`src/rtl/cs_pkg.sv`:
```
package cs_pkg;

   localparam int CS_WS_W = 4;

   typedef enum logic [1:0] {
      PS_32A = 2'b00,
      PS_8   = 2'b01,
      PS_16  = 2'b10,
      PS_32B = 2'b11
   } port_size_e;

   typedef enum logic [1:0] {
      SZ_LONG = 2'b00,
      SZ_BYTE = 2'b01,
      SZ_WORD = 2'b10,
      SZ_LINE = 2'b11
   } xfer_size_e;

   typedef enum logic [1:0] {
      RK_BASE = 2'b00,
      RK_MASK = 2'b01,
      RK_CTRL = 2'b10,
      RK_NONE = 2'b11
   } reg_kind_e;

   // bit 7 byte mode, bit 6 internal termination, bits 5:2 waits, bits 1:0 port
   typedef struct packed {
      logic                 bem;
      logic                 aa;
      logic [CS_WS_W-1:0]   ws;
      port_size_e           ps;
   } cs_ctrl_t;

   localparam int CS_CTRL_W = $bits(cs_ctrl_t);

   // lanes for a four-lane bus, lane 3 = offset 0
   function automatic logic [3:0] lane_map(port_size_e ps, xfer_size_e sz,
                                           logic [1:0] a);
      logic [3:0] m;
      case (ps)
         PS_8:    m = 4'b1000;
         PS_16:   m = (sz == SZ_BYTE) ? (a[0] ? 4'b0100 : 4'b1000) : 4'b1100;
         default: begin
            case (sz)
               SZ_BYTE: m = 4'b1000 >> a;
               SZ_WORD: m = a[1] ? 4'b0011 : 4'b1100;
               default: m = 4'b1111;
            endcase
         end
      endcase
      return m;
   endfunction

endpackage

```
`src/rtl/cs_region.sv`:
```
module cs_region
   import cs_pkg::*;
#(
   parameter int IDX     = 0,
   parameter int ADDR_W  = 32,
   parameter int MASK_LSB = 16
) (
   input  logic                       clk,
   input  logic                       rst_n,
   input  logic                       boot_cfg_en,
   input  logic [1:0]                 boot_port_pins,
   input  logic                       wr_en,
   input  reg_kind_e                  kind,
   input  logic [ADDR_W-1:0]          wdata,
   input  logic [ADDR_W-MASK_LSB-1:0] addr_hi,
   output logic                       hit,
   output cs_ctrl_t                   ctrl
);
   localparam int HW = ADDR_W - MASK_LSB;
   localparam bit IS_BOOT = (IDX == 0);

   logic [HW-1:0] base_q, mask_q;
   logic          valid_q;
   cs_ctrl_t      ctrl_q, ctrl_rst;
   logic          unused_wbits;

   assign unused_wbits = ^wdata[MASK_LSB-1:CS_CTRL_W];

   generate
      if (IS_BOOT) begin : g_boot
         always_comb begin
            ctrl_rst.bem = 1'b0;
            ctrl_rst.aa  = 1'b1;
            ctrl_rst.ws  = '1;
            ctrl_rst.ps  = boot_cfg_en ? port_size_e'(boot_port_pins) : PS_32A;
         end
      end else begin : g_plain
         logic unused_boot;
         assign unused_boot = boot_cfg_en ^ (^boot_port_pins);
         assign ctrl_rst = '0;
      end
   endgenerate

   always_ff @(posedge clk) begin
      if (!rst_n) begin
         base_q  <= '0;
         mask_q  <= '1;
         valid_q <= IS_BOOT;
         ctrl_q  <= ctrl_rst;
      end else if (wr_en) begin
         case (kind)
            RK_BASE: base_q <= wdata[ADDR_W-1:MASK_LSB];
            RK_MASK: begin
               mask_q  <= wdata[ADDR_W-1:MASK_LSB];
               valid_q <= wdata[0];
            end
            RK_CTRL: ctrl_q <= cs_ctrl_t'(wdata[CS_CTRL_W-1:0]);
            default: ;
         endcase
      end
   end

   assign hit  = valid_q && ((addr_hi & ~mask_q) == (base_q & ~mask_q));
   assign ctrl = ctrl_q;

endmodule

```
`src/rtl/cs_prio_pick.sv`:
```
module cs_prio_pick #(
   parameter int N = 7
) (
   input  logic         clk,
   input  logic         rst_n,
   input  logic [N-1:0] hit,
   output logic         any,
   output logic [N-1:0] pick
);
   assign any  = |hit;
   assign pick = hit & (~hit + N'(1));


   prio_lowest_chk: assert property (@(posedge clk) disable iff (!rst_n)
      any |-> ($onehot(pick) && ((pick & hit) == pick) && (((pick - N'(1)) & hit) == '0)));

endmodule

```
`src/rtl/cs_lane_dec.sv`:
```
module cs_lane_dec
   import cs_pkg::*;
#(
   parameter int DATA_W = 32
) (
   input  port_size_e            ps,
   input  xfer_size_e            sz,
   input  logic [1:0]            a_lo,
   input  logic                  rd,
   input  logic                  bem,
   output logic [DATA_W/8-1:0]   lanes
);
   localparam int NL = DATA_W / 8;

   generate
      if (NL != 4) begin : g_bad
         $error("cs_lane_dec supports a four-lane bus only");
      end
   endgenerate

   // reads carry strobes only in byte-enable mode 1
   assign lanes = (rd && !bem) ? '0 : lane_map(ps, sz, a_lo);

endmodule

```
`src/rtl/cs_access_fsm.sv`:
```
module cs_access_fsm
   import cs_pkg::*;
#(
   parameter int N  = 7,
   parameter int NL = 4
) (
   input  logic          clk,
   input  logic          rst_n,
   input  logic          start,
   input  logic          any,
   input  logic [N-1:0]  pick,
   input  cs_ctrl_t      ctrl,
   input  logic          rd,
   input  logic [NL-1:0] lanes,
   input  logic          ta_n,
   output logic [N-1:0]  cs_n,
   output logic          oe_n,
   output logic [NL-1:0] bs_n,
   output logic          done
);
   logic               busy, aa_q, rd_q, done_q;
   logic [CS_WS_W-1:0] cnt;
   logic [N-1:0]       sel_q;
   logic [NL-1:0]      lanes_q;
   logic               finish;

   assign finish = aa_q ? (cnt == '0) : !ta_n;

   always_ff @(posedge clk) begin
      if (!rst_n) begin
         busy    <= 1'b0;
         aa_q    <= 1'b0;
         rd_q    <= 1'b0;
         done_q  <= 1'b0;
         cnt     <= '0;
         sel_q   <= '0;
         lanes_q <= '0;
      end else begin
         done_q <= 1'b0;
         if (busy) begin
            if (finish) begin
               busy   <= 1'b0;
               done_q <= 1'b1;
            end else if (aa_q) begin
               cnt <= cnt - 1'b1;
            end
         end else if (start && any) begin
            busy    <= 1'b1;
            cnt     <= ctrl.ws;
            aa_q    <= ctrl.aa;
            rd_q    <= rd;
            sel_q   <= pick;
            lanes_q <= lanes;
         end
      end
   end

   // bus-facing outputs move on the falling edge
   always_ff @(negedge clk) begin
      if (!rst_n) begin
         cs_n <= '1;
         oe_n <= 1'b1;
         bs_n <= '1;
      end else begin
         cs_n <= busy ? ~sel_q : '1;
         oe_n <= !(busy && rd_q);
         bs_n <= busy ? ~lanes_q : '1;
      end
   end

   assign done = done_q;


   cs_onehot_chk: assert property (@(posedge clk) disable iff (!rst_n)
      $onehot0(~cs_n));


   oe_needs_cs_chk: assert property (@(posedge clk) disable iff (!rst_n)
      !oe_n |-> (cs_n != '1));


   done_pulse_chk: assert property (@(posedge clk) disable iff (!rst_n)
      done_q |=> !done_q);


   wait_hold_chk: assert property (@(posedge clk) disable iff (!rst_n)
      (busy && aa_q && cnt != '0) |=> busy);


   ext_hold_chk: assert property (@(posedge clk) disable iff (!rst_n)
      (busy && !aa_q && ta_n) |=> (busy && !done_q));

endmodule

```
`src/rtl/chip_select_unit.sv`:
```
module chip_select_unit
   import cs_pkg::*;
#(
   parameter int NUM_SEL  = 7,
   parameter int SEL_W    = 3,
   parameter int ADDR_W   = 32,
   parameter int MASK_LSB = 16,
   parameter int DATA_W   = 32
) (
   input  logic                clk,
   input  logic                rst_n,
   input  logic                boot_cfg_en,
   input  logic [1:0]          boot_port_pins,
   input  logic                reg_wr,
   input  logic [SEL_W-1:0]    reg_sel,
   input  logic [1:0]          reg_kind,
   input  logic [ADDR_W-1:0]   reg_wdata,
   input  logic                bus_start,
   input  logic [ADDR_W-1:0]   bus_addr,
   input  logic                bus_read,
   input  logic [1:0]          bus_size,
   input  logic                bus_ta_n,
   output logic [NUM_SEL-1:0]  cs_n,
   output logic                oe_n,
   output logic [DATA_W/8-1:0] bs_n,
   output logic                xfer_done
);
   localparam int NL = DATA_W / 8;
   localparam int HW = ADDR_W - MASK_LSB;

   generate
      if (NUM_SEL < 1 || NUM_SEL > (1 << SEL_W)) begin : g_bad_n
         $error("NUM_SEL does not fit SEL_W");
      end
      if (MASK_LSB <= CS_CTRL_W || MASK_LSB >= ADDR_W) begin : g_bad_m
         $error("MASK_LSB out of range");
      end
   endgenerate

   logic [NUM_SEL-1:0] hit, pick;
   cs_ctrl_t           ctrl_v [NUM_SEL];
   cs_ctrl_t           ctrl_sel;
   logic               any;
   logic [NL-1:0]      lanes;
   logic               unused_addr;

   assign unused_addr = ^bus_addr[MASK_LSB-1:2];

   genvar g;
   generate
      for (g = 0; g < NUM_SEL; g++) begin : g_reg
         cs_region #(.IDX(g), .ADDR_W(ADDR_W), .MASK_LSB(MASK_LSB)) u_region (
            .clk            (clk),
            .rst_n          (rst_n),
            .boot_cfg_en    (boot_cfg_en),
            .boot_port_pins (boot_port_pins),
            .wr_en          (reg_wr && (reg_sel == SEL_W'(g))),
            .kind           (reg_kind_e'(reg_kind)),
            .wdata          (reg_wdata),
            .addr_hi        (bus_addr[ADDR_W-1:ADDR_W-HW]),
            .hit            (hit[g]),
            .ctrl           (ctrl_v[g])
         );
      end
   endgenerate

   cs_prio_pick #(.N(NUM_SEL)) u_pick (
      .clk   (clk),
      .rst_n (rst_n),
      .hit   (hit),
      .any   (any),
      .pick  (pick)
   );

   always_comb begin
      ctrl_sel = '0;
      for (int i = 0; i < NUM_SEL; i++)
         if (pick[i]) ctrl_sel = ctrl_v[i];
   end

   cs_lane_dec #(.DATA_W(DATA_W)) u_lanes (
      .ps    (ctrl_sel.ps),
      .sz    (xfer_size_e'(bus_size)),
      .a_lo  (bus_addr[1:0]),
      .rd    (bus_read),
      .bem   (ctrl_sel.bem),
      .lanes (lanes)
   );

   cs_access_fsm #(.N(NUM_SEL), .NL(NL)) u_fsm (
      .clk   (clk),
      .rst_n (rst_n),
      .start (bus_start),
      .any   (any),
      .pick  (pick),
      .ctrl  (ctrl_sel),
      .rd    (bus_read),
      .lanes (lanes),
      .ta_n  (bus_ta_n),
      .cs_n  (cs_n),
      .oe_n  (oe_n),
      .bs_n  (bs_n),
      .done  (xfer_done)
   );


   no_hit_quiet_chk: assert property (@(posedge clk) disable iff (!rst_n)
      (cs_n == '1) |-> (oe_n && (bs_n == '1)));

endmodule

```
`config.mk`:
```
export PLATFORM = sky130hd
export DESIGN_NAME = chip_select_unit
export DESIGN_NICKNAME = d
export VERILOG_FILES = /design/src/rtl/cs_pkg.sv /design/src/rtl/cs_region.sv /design/src/rtl/cs_prio_pick.sv /design/src/rtl/cs_lane_dec.sv /design/src/rtl/cs_access_fsm.sv /design/src/rtl/chip_select_unit.sv
export SDC_FILE = /design/constraint.sdc
export NUM_CORES = 1
export LEC_CHECK = 0
export CAP_MARGIN = 15
export CORE_MARGIN = 2
export CORE_UTILIZATION = 45
export DETAILED_ROUTE_END_ITERATION = 6
export HOLD_SLACK_MARGIN = 0.02
export SLEW_MARGIN = 15
export SYNTH_ARGS = -nofsm -noshare
export SYNTH_HDL_FRONTEND = slang
export SYNTH_SLANG_ARGS = --single-unit
```
`constraint.sdc`:
```
create_clock -name clk -period 4.56 [get_ports clk]
set_input_delay 0.912 -clock clk [delete_from_list [all_inputs] [get_ports clk]]
set_output_delay 0.912 -clock clk [all_outputs]
set_load 0.005 [all_outputs]
```
==> flow_summary.ini, run 1 <==
[run_status]
outcome = finished clean

[worst_setup_path]
worst_r2r_path_depth = 2
crit_fanout = 1
cp-end-kind = output pin
cpLargestDelayFamily = flip-flops
cpMaxStageDelayCell = dfxtp_1
worstSetupPathDepth = 1
slowest_delay_ns = 0.29
worstSetupPathType = register to output pin
crit_chain = dlygate4sd2_1
critPathArrivalTime_ns = 3.39
critical_path_buf_inv_count = 1
r2r_slack_ns = 1.07
r2r_start = u_fsm.busy$_SDFF_PN0_
worst_ep_required_time_ns = 3.65
r2r_end = u_fsm.cs_n[2]$_SDFF_NN1_
critPathLaunch = u_fsm.cs_n[5]$_SDFF_NN1_
critPathLaunchType = register
worstSetupEndpoint = cs_n[5]

[clock_tree]
cts_root_buf = clkbuf_16
htreeDepth = 2
worstSkewPairLatency_ns = 0.57
clock-sinks = 318
clockBufferDepth = 3
holdBufCountCts = 0
cts-buffers-inserted = 36
path_clk_slew_ns = 0.05
cts_tree = done
post_cts_buffers = 0

[placement]
dp.cells = 2113
preCtsSetupSlack_ns = -0.197
globalplace.congestion = 0.819
portBuffers = 70
hpwl_mm = 26.7

[global_routing]
grt_antenna_before_repair = 0
grt_usage = 0.250
grt_max_degree = 119
grt_pass1_vias = 10700
grt_pass1_wl_mm = 63.7
overflow = 0

[timing]
fin_ws_ns = 0.261
setup_viol = 0
max_freq_mhz = 234
rsz0062_at_grt = false
fin_tns_setup_ns = 0
clock_skew_ns = 0.0615
period_minus_slack_ns = 4.30
tightest_slew_ns = 1.13
finalHoldViolCount = 0
period_share = 0.943
slew_violations = 0
relSlewSlack = 0.246

[die]
die_x_um = 180
rows = 64
die_y_um = 180
ios = 93
initial_core_util = 0.458
dieArea_um2 = 32500
core_area_um2 = 30600

[synth]
synth_edf_count = 2
synthArstFlopShare = 0
syn_avg_cell_area_um2 = 8.36
synthesis.nets = 1760
synth-main-ff-cell = dfxtp_1
ys_ff_latch = 318
yosys-top-cells-count = nand2_1, dfxtp_1, nand3_1
synth_area_leader_cell = dfxtp_1
ys_seq_area_frac = 0.456
yosys-top-cells-area = dfxtp_1, nand2_1, xnor2_1
yosysWarnings = 0
syn_area_um2 = 14000
synth_top_area_frac = 0.452
synth_cells = 1675
netlist-cell-type-count = 68
synth.most_common_cell = nand2_1

[power]
power.switching_mw = 1.52
pwr-share-clk = 0.462
worst_ir_drop_vdd_mv = 0.256
p_leak_nw = 6.43
p_per_area_nw_per_um2 = 381
p_sw_frac = 0.237
p_comb_frac = 0.091
p_int_mw = 4.87
pwr-share-seq = 0.447

[route]
routed_wl_mm = 41.5
postRouteAntennaNets = 0
vias_per_cell = 5.38
wl_per_cell_um = 19.0
first_pass_iters = 5
drc_errors = 0
drt_iter0_markers = 1115
vias = 11800

[layout]
drive_gt1_frac = 0.0911
area_growth_pct = 19.6
finalNonFillerCells = 2186
fill_cells = 2860
post-route-util = 0.547
num-nets-final = 1851
diodes = 0

[run]
maxCapViolCount = 0

[min_path]
hold_path_class = register to register
==> power groups by stage <==
stage,Sequential [mW],Clock [mW],Combinational (mW)
final,2.85,2.95,0.582
after CTS,2.85,3.00,0.576
after global routing,2.86,3.13,0.623
after global placement,2.91,0.0175,0.573
after floorplan,2.90,0.0175,0.330
after detailed placement,2.91,0.0175,0.575
==> worst min-delay path by stage <==
stage | startpoint | endpoint | cells past startpoint
6_report | g_reg[4].u_region.mask_q[10]$_SDFFE_PN1P_ | g_reg[4].u_region.mask_q[10]$_SDFFE_PN1P_ | 2
5_1_grt | g_reg[3].u_region.mask_q[15]$_SDFFE_PN1P_ | g_reg[3].u_region.mask_q[15]$_SDFFE_PN1P_ | 2
4_1_cts | g_reg[0].u_region.mask_q[5]$_SDFFE_PN1P_ | g_reg[0].u_region.mask_q[5]$_SDFFE_PN1P_ | 2
3_5_place_dp | g_reg[0].u_region.valid_q$_SDFFE_PN1P_ | g_reg[0].u_region.valid_q$_SDFFE_PN1P_ | 2
3_3_place_gp | g_reg[1].u_region.mask_q[3]$_SDFFE_PN1P_ | g_reg[1].u_region.mask_q[3]$_SDFFE_PN1P_ | 2
2_1_floorplan | u_fsm.sel_q[1]$_SDFFE_PN0P_ | u_fsm.sel_q[1]$_SDFFE_PN0P_ | 2
==> cell type report <==
| type | count | area (um^2) | area share |
|---|---|---|---|
| inverter | 9 | 33.8 | 0.00202 |
| clock buffer | 54 | 1070 | 0.0640 |
| tap | 396 | 495 | 0.0296 |
| multi-input combinational | 1233 | 7040 | 0.421 |
| clock inverter | 20 | 158 | 0.00942 |
| timing repair buffer | 156 | 1560 | 0.0930 |
| sequential | 318 | 6390 | 0.381 |
==> layout by cell type, fill, tap and decap left out, types with 5 or more instances in the layout <==
| master | count |
|---|---|
| a21boi_0 | 121 |
| a21oi_1 | 12 |
| a31oi_1 | 7 |
| buf_12 | 15 |
| buf_4 | 71 |
| clkbuf_1 | 10 |
| clkbuf_16 | 38 |
| clkbuf_8 | 7 |
| clkdlybuf4s50_1 | 57 |
| dfxtp_1 | 316 |
| dlymetal6s2s_1 | 9 |
| ha_1 | 5 |
| inv_1 | 21 |
| mux2i_1 | 60 |
| nand2_1 | 518 |
| nand2b_1 | 5 |
| nand3_1 | 127 |
| nand3b_1 | 5 |
| nor2_1 | 32 |
| nor2b_1 | 60 |
| nor3_1 | 12 |
| nor3b_1 | 6 |
| nor4_2 | 5 |
| o21ai_0 | 18 |
| o22ai_1 | 47 |
| xnor2_1 | 111 |
==> flip-flops by register name, summed over array words and instances, names as in the netlist <==
signal	count
g.u_region.base_q	112
u_fsm.done	1
g.u_region.ctrl	56
u_fsm.rd_q	1
g.u_region.valid_q	7
u_fsm.oe_n	1
u_fsm.bs_n	4
g.u_region.mask_q	112
u_fsm.busy	1
u_fsm.cs_n	7
u_fsm.aa_q	1
u_fsm.cnt	4
u_fsm.sel_q	7
u_fsm.lanes_q	4
==> logic make-up after synthesis <==
kind of cell             synth area share
buffers and inverters              0.0430
XOR/XNOR                           0.0706
AND/OR/NAND/NOR                     0.256
AO/OA/AOI/OAI                       0.125
multiplexers                       0.0445
adder cells (fa/ha/maj)           0.00447
flip-flops                          0.456
==> per-stage QoR <==
stage          power, mW  cell area [um^2]  hold slack (ns)
2_1_floorplan       3.25             14000            0.431
3_3_place_gp        3.50             15500            0.446
3_5_place_dp        3.50             15500            0.451
4_1_cts             6.43             16700            0.467
5_1_grt             6.61             16700            0.489
6_report            6.39             16700            0.465
==> what timing repair did <==
action                                  4_1_cts  5_1_grt
resized for setup                             3        9
endpoints found under the setup margin        3        9
pin swaps                                     0        0
==> per-layer routing <==
metal / vias to the layer above / routed length [um] / track usage
met3: 68 / 3150 / 0.0327
met1: 5534 / 19800 / 0.381
met2: 389 / 17600 / 0.368
met4: 0 / 988 / 0.0684
met5: - / 0 / 0
li1: 5770 / - / -
Note: power is estimated with default switching activity, not from simulation.
==> inputs of run 2 (changes only) <==
--- a/config.mk
+++ b/config.mk
@@ -10,6 +10,7 @@
 export CORE_UTILIZATION = 45
 export DETAILED_ROUTE_END_ITERATION = 6
 export HOLD_SLACK_MARGIN = 0.02
+export SETUP_SLACK_MARGIN = 0.4
 export SLEW_MARGIN = 15
 export SYNTH_ARGS = -nofsm -noshare
 export SYNTH_HDL_FRONTEND = slang
==> flow_summary.ini, run 2 (synthesized netlist as in run 1, its figures left out) <==
[timing]
fin_tns_setup_ns = 0
clock_skew_ns = 0.0597
slew_violations = 0
setup_viol = 0
relSlewSlack = 0.319
tightest_slew_ns = 1.02
rsz0062_at_grt = true
finalHoldViolCount = 0
fin_ws_ns = 0.409

[power]
p_leak_nw = 6.46
p_per_area_nw_per_um2 = 375
finalPower_mw = 6.25
worst_ir_drop_vdd_mv = 0.292

[clock_tree]
cts_tree = done
cts-buffers-inserted = 36
clockBufferDepth = 3
path_clk_slew_ns = 0.06
clock-sinks = 318
worstSkewPairLatency_ns = 0.56
htreeDepth = 2
cts_root_buf = clkbuf_16
holdBufCountCts = 0

[route]
postRouteAntennaNets = 0
drc_errors = 0
routed_wl_mm = 40.8
drt_iter0_markers = 1007
wl_per_cell_um = 18.7
vias = 11700
first_pass_iters = 5
vias_per_cell = 5.36

[die]
core_area_um2 = 30600
rows = 64
die_y_um = 180
dieArea_um2 = 32500
die_x_um = 180
ios = 93
initial_core_util = 0.458

[worst_setup_path]
worst_ep_required_time_ns = 3.65
worstSetupPathDepth = 1
cp-end-kind = output pin
slowest_delay_ns = 0.29
cpMaxStageDelayCell = dfxtp_1
worstSetupPathType = register to output pin
r2r_start = u_fsm.busy$_SDFF_PN0_
worst_r2r_path_depth = 2
critPathLaunch = u_fsm.cs_n[2]$_SDFF_NN1_
critPathLaunchType = register
crit_fanout = 1
cpLargestDelayFamily = flip-flops
crit_chain = buf_2
critical_path_buf_inv_count = 1
critPathArrivalTime_ns = 3.24

[layout]
layout_commonest_cell = nand2_1
fill_cells = 2897
post-route-util = 0.545
drive_gt1_frac = 0.105
diodes = 0
num-nets-final = 1853
most-common-layout-cells = nand2_1, dfxtp_1, nand3_1, a21boi_0, xnor2_1
area_growth_pct = 19.1
final_cell_area_um2 = 16700

[min_path]
hp-start = g_reg[2].u_region.mask_q[10]$_SDFFE_PN1P_
hold_path_class = register to register
min_path_cells = 2

[global_routing]
grt_usage = 0.247
grt_antenna_before_repair = 0
grt_max_degree = 225
overflow = 0
grt_pass1_vias = 10800
grt_pass1_wl_mm = 63.2

[placement]
portBuffers = 70
globalplace.congestion = 0.812
preCtsSetupSlack_ns = -0.0724
hpwl_mm = 26.0
post_dp_cell_area_um2 = 15400

[run]
maxCapViolCount = 0

[run_status]
outcome = finished clean
-- run 2: routing by layer --
metal  vias up  global-route usage  routed length [um]
li1       5775                   -                   -
met1      5570               0.361               19400
met2       320               0.369               17500
met3        72              0.0329                2560
met4         0              0.0926                1420
met5         -                   0                   0
-- run 2: stage by stage --
stage,std cells,hold slack [ns]
global placement,2102,0.443
global route,2188,0.480
detailed placement,2102,0.451
finish,2188,0.462
floorplan,1675,0.431
CTS,2175,0.465
-- run 2: final timing paths --
path | end | slack (ns)
max | cs_n[2] | 0.41
max reg2reg | u_fsm.bs_n[2]$_SDFF_NN1_ | 1.06
min reg2reg | g_reg[2].u_region.mask_q[10]$_SDFFE_PN1P_ | 0.46
min | g_reg[2].u_region.mask_q[10]$_SDFFE_PN1P_ | 0.46
-- run 2: final cells by class --
class                           count  area (um^2)  share of cell area
Clock inverter                     26          148             0.00886
Clock buffer                       48         1020              0.0610
Multi-Input combinational cell   1233         7080               0.425
Inverter                            9         33.8             0.00203
Sequential cell                   318         6390               0.383
Timing Repair Buffer              158         1510              0.0906
Tap cell                          396          495              0.0297
-- run 2: what timing repair did --
action                                  CTS  global route
buffers inserted                          0            13
cloned                                    0             0
resized for setup                        48            18
pin swaps                                 0            13
endpoints found under the setup margin   12            14
-- run 2: power breakdown --
| part | internal [mW] | total (mW) | leakage [nW] | switching (mW) |
|---|---|---|---|---|
| Combinational | 0.252 | 0.589 | 3.25 | 0.336 |
| Clock | 1.66 | 2.81 | 0.635 | 1.15 |
| Sequential | 2.82 | 2.85 | 2.58 | 0.0286 |
| Total | 4.73 | 6.25 | 6.46 | 1.51 |
==> inputs of run 3 (changes only) <==
--- a/config.mk
+++ b/config.mk
@@ -7,7 +7,7 @@
 export LEC_CHECK = 0
 export CAP_MARGIN = 15
 export CORE_MARGIN = 2
-export CORE_UTILIZATION = 45
+export CORE_UTILIZATION = 44
 export DETAILED_ROUTE_END_ITERATION = 6
 export HOLD_SLACK_MARGIN = 0.02
 export SETUP_SLACK_MARGIN = 0.4
==> flow_summary.ini, run 3 (synthesized netlist as in run 1, its figures left out) <==
[run_status]
outcome = finished clean

[die]
ios = 93
rows = 65
die_y_um = 182
die_x_um = 182
initial_core_util = 0.445
dieArea_um2 = 33300
core_area_um2 = 31500

[worst_setup_path]
crit_fanout = 1
slowest_delay_ns = 0.32
critical_path_buf_inv_count = 1
r2r_slack_ns = 1.01
critPathLaunchType = register
crit_chain = buf_6
cpMaxStageDelayCell = dfxtp_2
cp-end-kind = output pin
worst_ep_required_time_ns = 3.65
worstSetupPathType = register to output pin
cpLargestDelayFamily = flip-flops
critPathArrivalTime_ns = 3.28

[clock_tree]
htreeDepth = 2
clockBufferDepth = 3
worstSkewPairLatency_ns = 0.57
cts_tree = done
cts_root_buf = clkbuf_16
clock-sinks = 318
path_clk_slew_ns = 0.06
cts-buffers-inserted = 35
holdBufCountCts = 0

[layout]
area_growth_pct = 20.0
fill_cells = 2908
multi_input_area_um2 = 7130
diodes = 0
layout_commonest_cell = nand2_1
final_cell_area_um2 = 16800
most-common-layout-cells = nand2_1, dfxtp_1, nand3_1, a21boi_0, xnor2_1
drive_gt1_frac = 0.113
num-nets-final = 1862
seq_area_um2 = 6390

[route]
first_pass_iters = 5
drc_errors = 0
vias_per_cell = 5.36
vias = 11800
routed_wl_mm = 41.6
drt_iter0_markers = 1166
wl_per_cell_um = 18.9
postRouteAntennaNets = 0

[power]
p_per_area_nw_per_um2 = 378
p_leak_nw = 6.52
finalPower_mw = 6.36
worst_ir_drop_vdd_mv = 0.298

[global_routing]
grt_pass1_wl_mm = 64.1
grt_max_degree = 118
grt_pass1_vias = 11100
grt_antenna_before_repair = 0
overflow = 0
grt_usage = 0.248

[timing]
slew_violations = 0
clock_skew_ns = 0.0719
rsz0062_at_grt = true
tightest_slew_ns = 1.10
hold_ws_ns = 0.462
fin_tns_setup_ns = 0
setup_viol = 0
fin_ws_ns = 0.372
finalHoldViolCount = 0
relSlewSlack = 0.263

[placement]
globalplace.congestion = 0.838
portBuffers = 70
preCtsSetupSlack_ns = -0.114
post_dp_cell_area_um2 = 15500
hpwl_mm = 26.5

[min_path]
hold_path_class = register to register

[run]
maxCapViolCount = 0
==> run 3: final timing paths <==
kind / from / endpoint / cells after the start
hold reg to reg: g_reg[6].u_region.mask_q[8]$_SDFFE_PN1P_ / g_reg[6].u_region.mask_q[8]$_SDFFE_PN1P_ / 2
hold / removal: g_reg[6].u_region.mask_q[8]$_SDFFE_PN1P_ / g_reg[6].u_region.mask_q[8]$_SDFFE_PN1P_ / 2
setup / recovery: u_fsm.cs_n[4]$_SDFF_NN1_ / cs_n[4] / 1
setup reg to reg: u_fsm.busy$_SDFF_PN0_ / u_fsm.bs_n[2]$_SDFF_NN1_ / 2
==> run 3: area by class of cell <==
class | instances | share of cell area
Clock buffer | 52 | 0.0632
Multi-Input combinational cell | 1233 | 0.424
Inverter | 9 | 0.00201
Timing Repair Buffer | 168 | 0.0921
Tap cell | 402 | 0.0299
Clock inverter | 23 | 0.00871
Sequential cell | 318 | 0.380
==> run 3: stage by stage <==
step                      std cells  utilization
after floorplan                1675            -
after global placement         2128        0.494
after detailed placement       2128        0.494
after CTS                      2202        0.530
after global routing           2205        0.534
final                          2205        0.534
==> run 3: power by group <==
group / switching (mW) / internal [mW] / total, mW / leakage [nW]
clock network: 1.16 / 1.74 / 2.90 / 0.642
logic: 0.348 / 0.264 / 0.612 / 3.30
registers: 0.0286 / 2.82 / 2.85 / 2.57
total: 1.54 / 4.82 / 6.36 / 6.52
==> run 3: repair_timing <==
item,in CTS,in global routing
setup endpoints to repair,13,15
pin swaps,0,13
buffers inserted,0,3
gates resized for setup,51,24
==> run 3: per-layer routing <==
layer / share of wire / global-route usage / vias up
li1: - / - / 5791
met1: 0.47 / 0.360 / 5579
met2: 0.44 / 0.385 / 372
met3: 0.069 / 0.0345 / 67
met4: 0.025 / 0.0710 / 0
met5: 0 / 0 / -
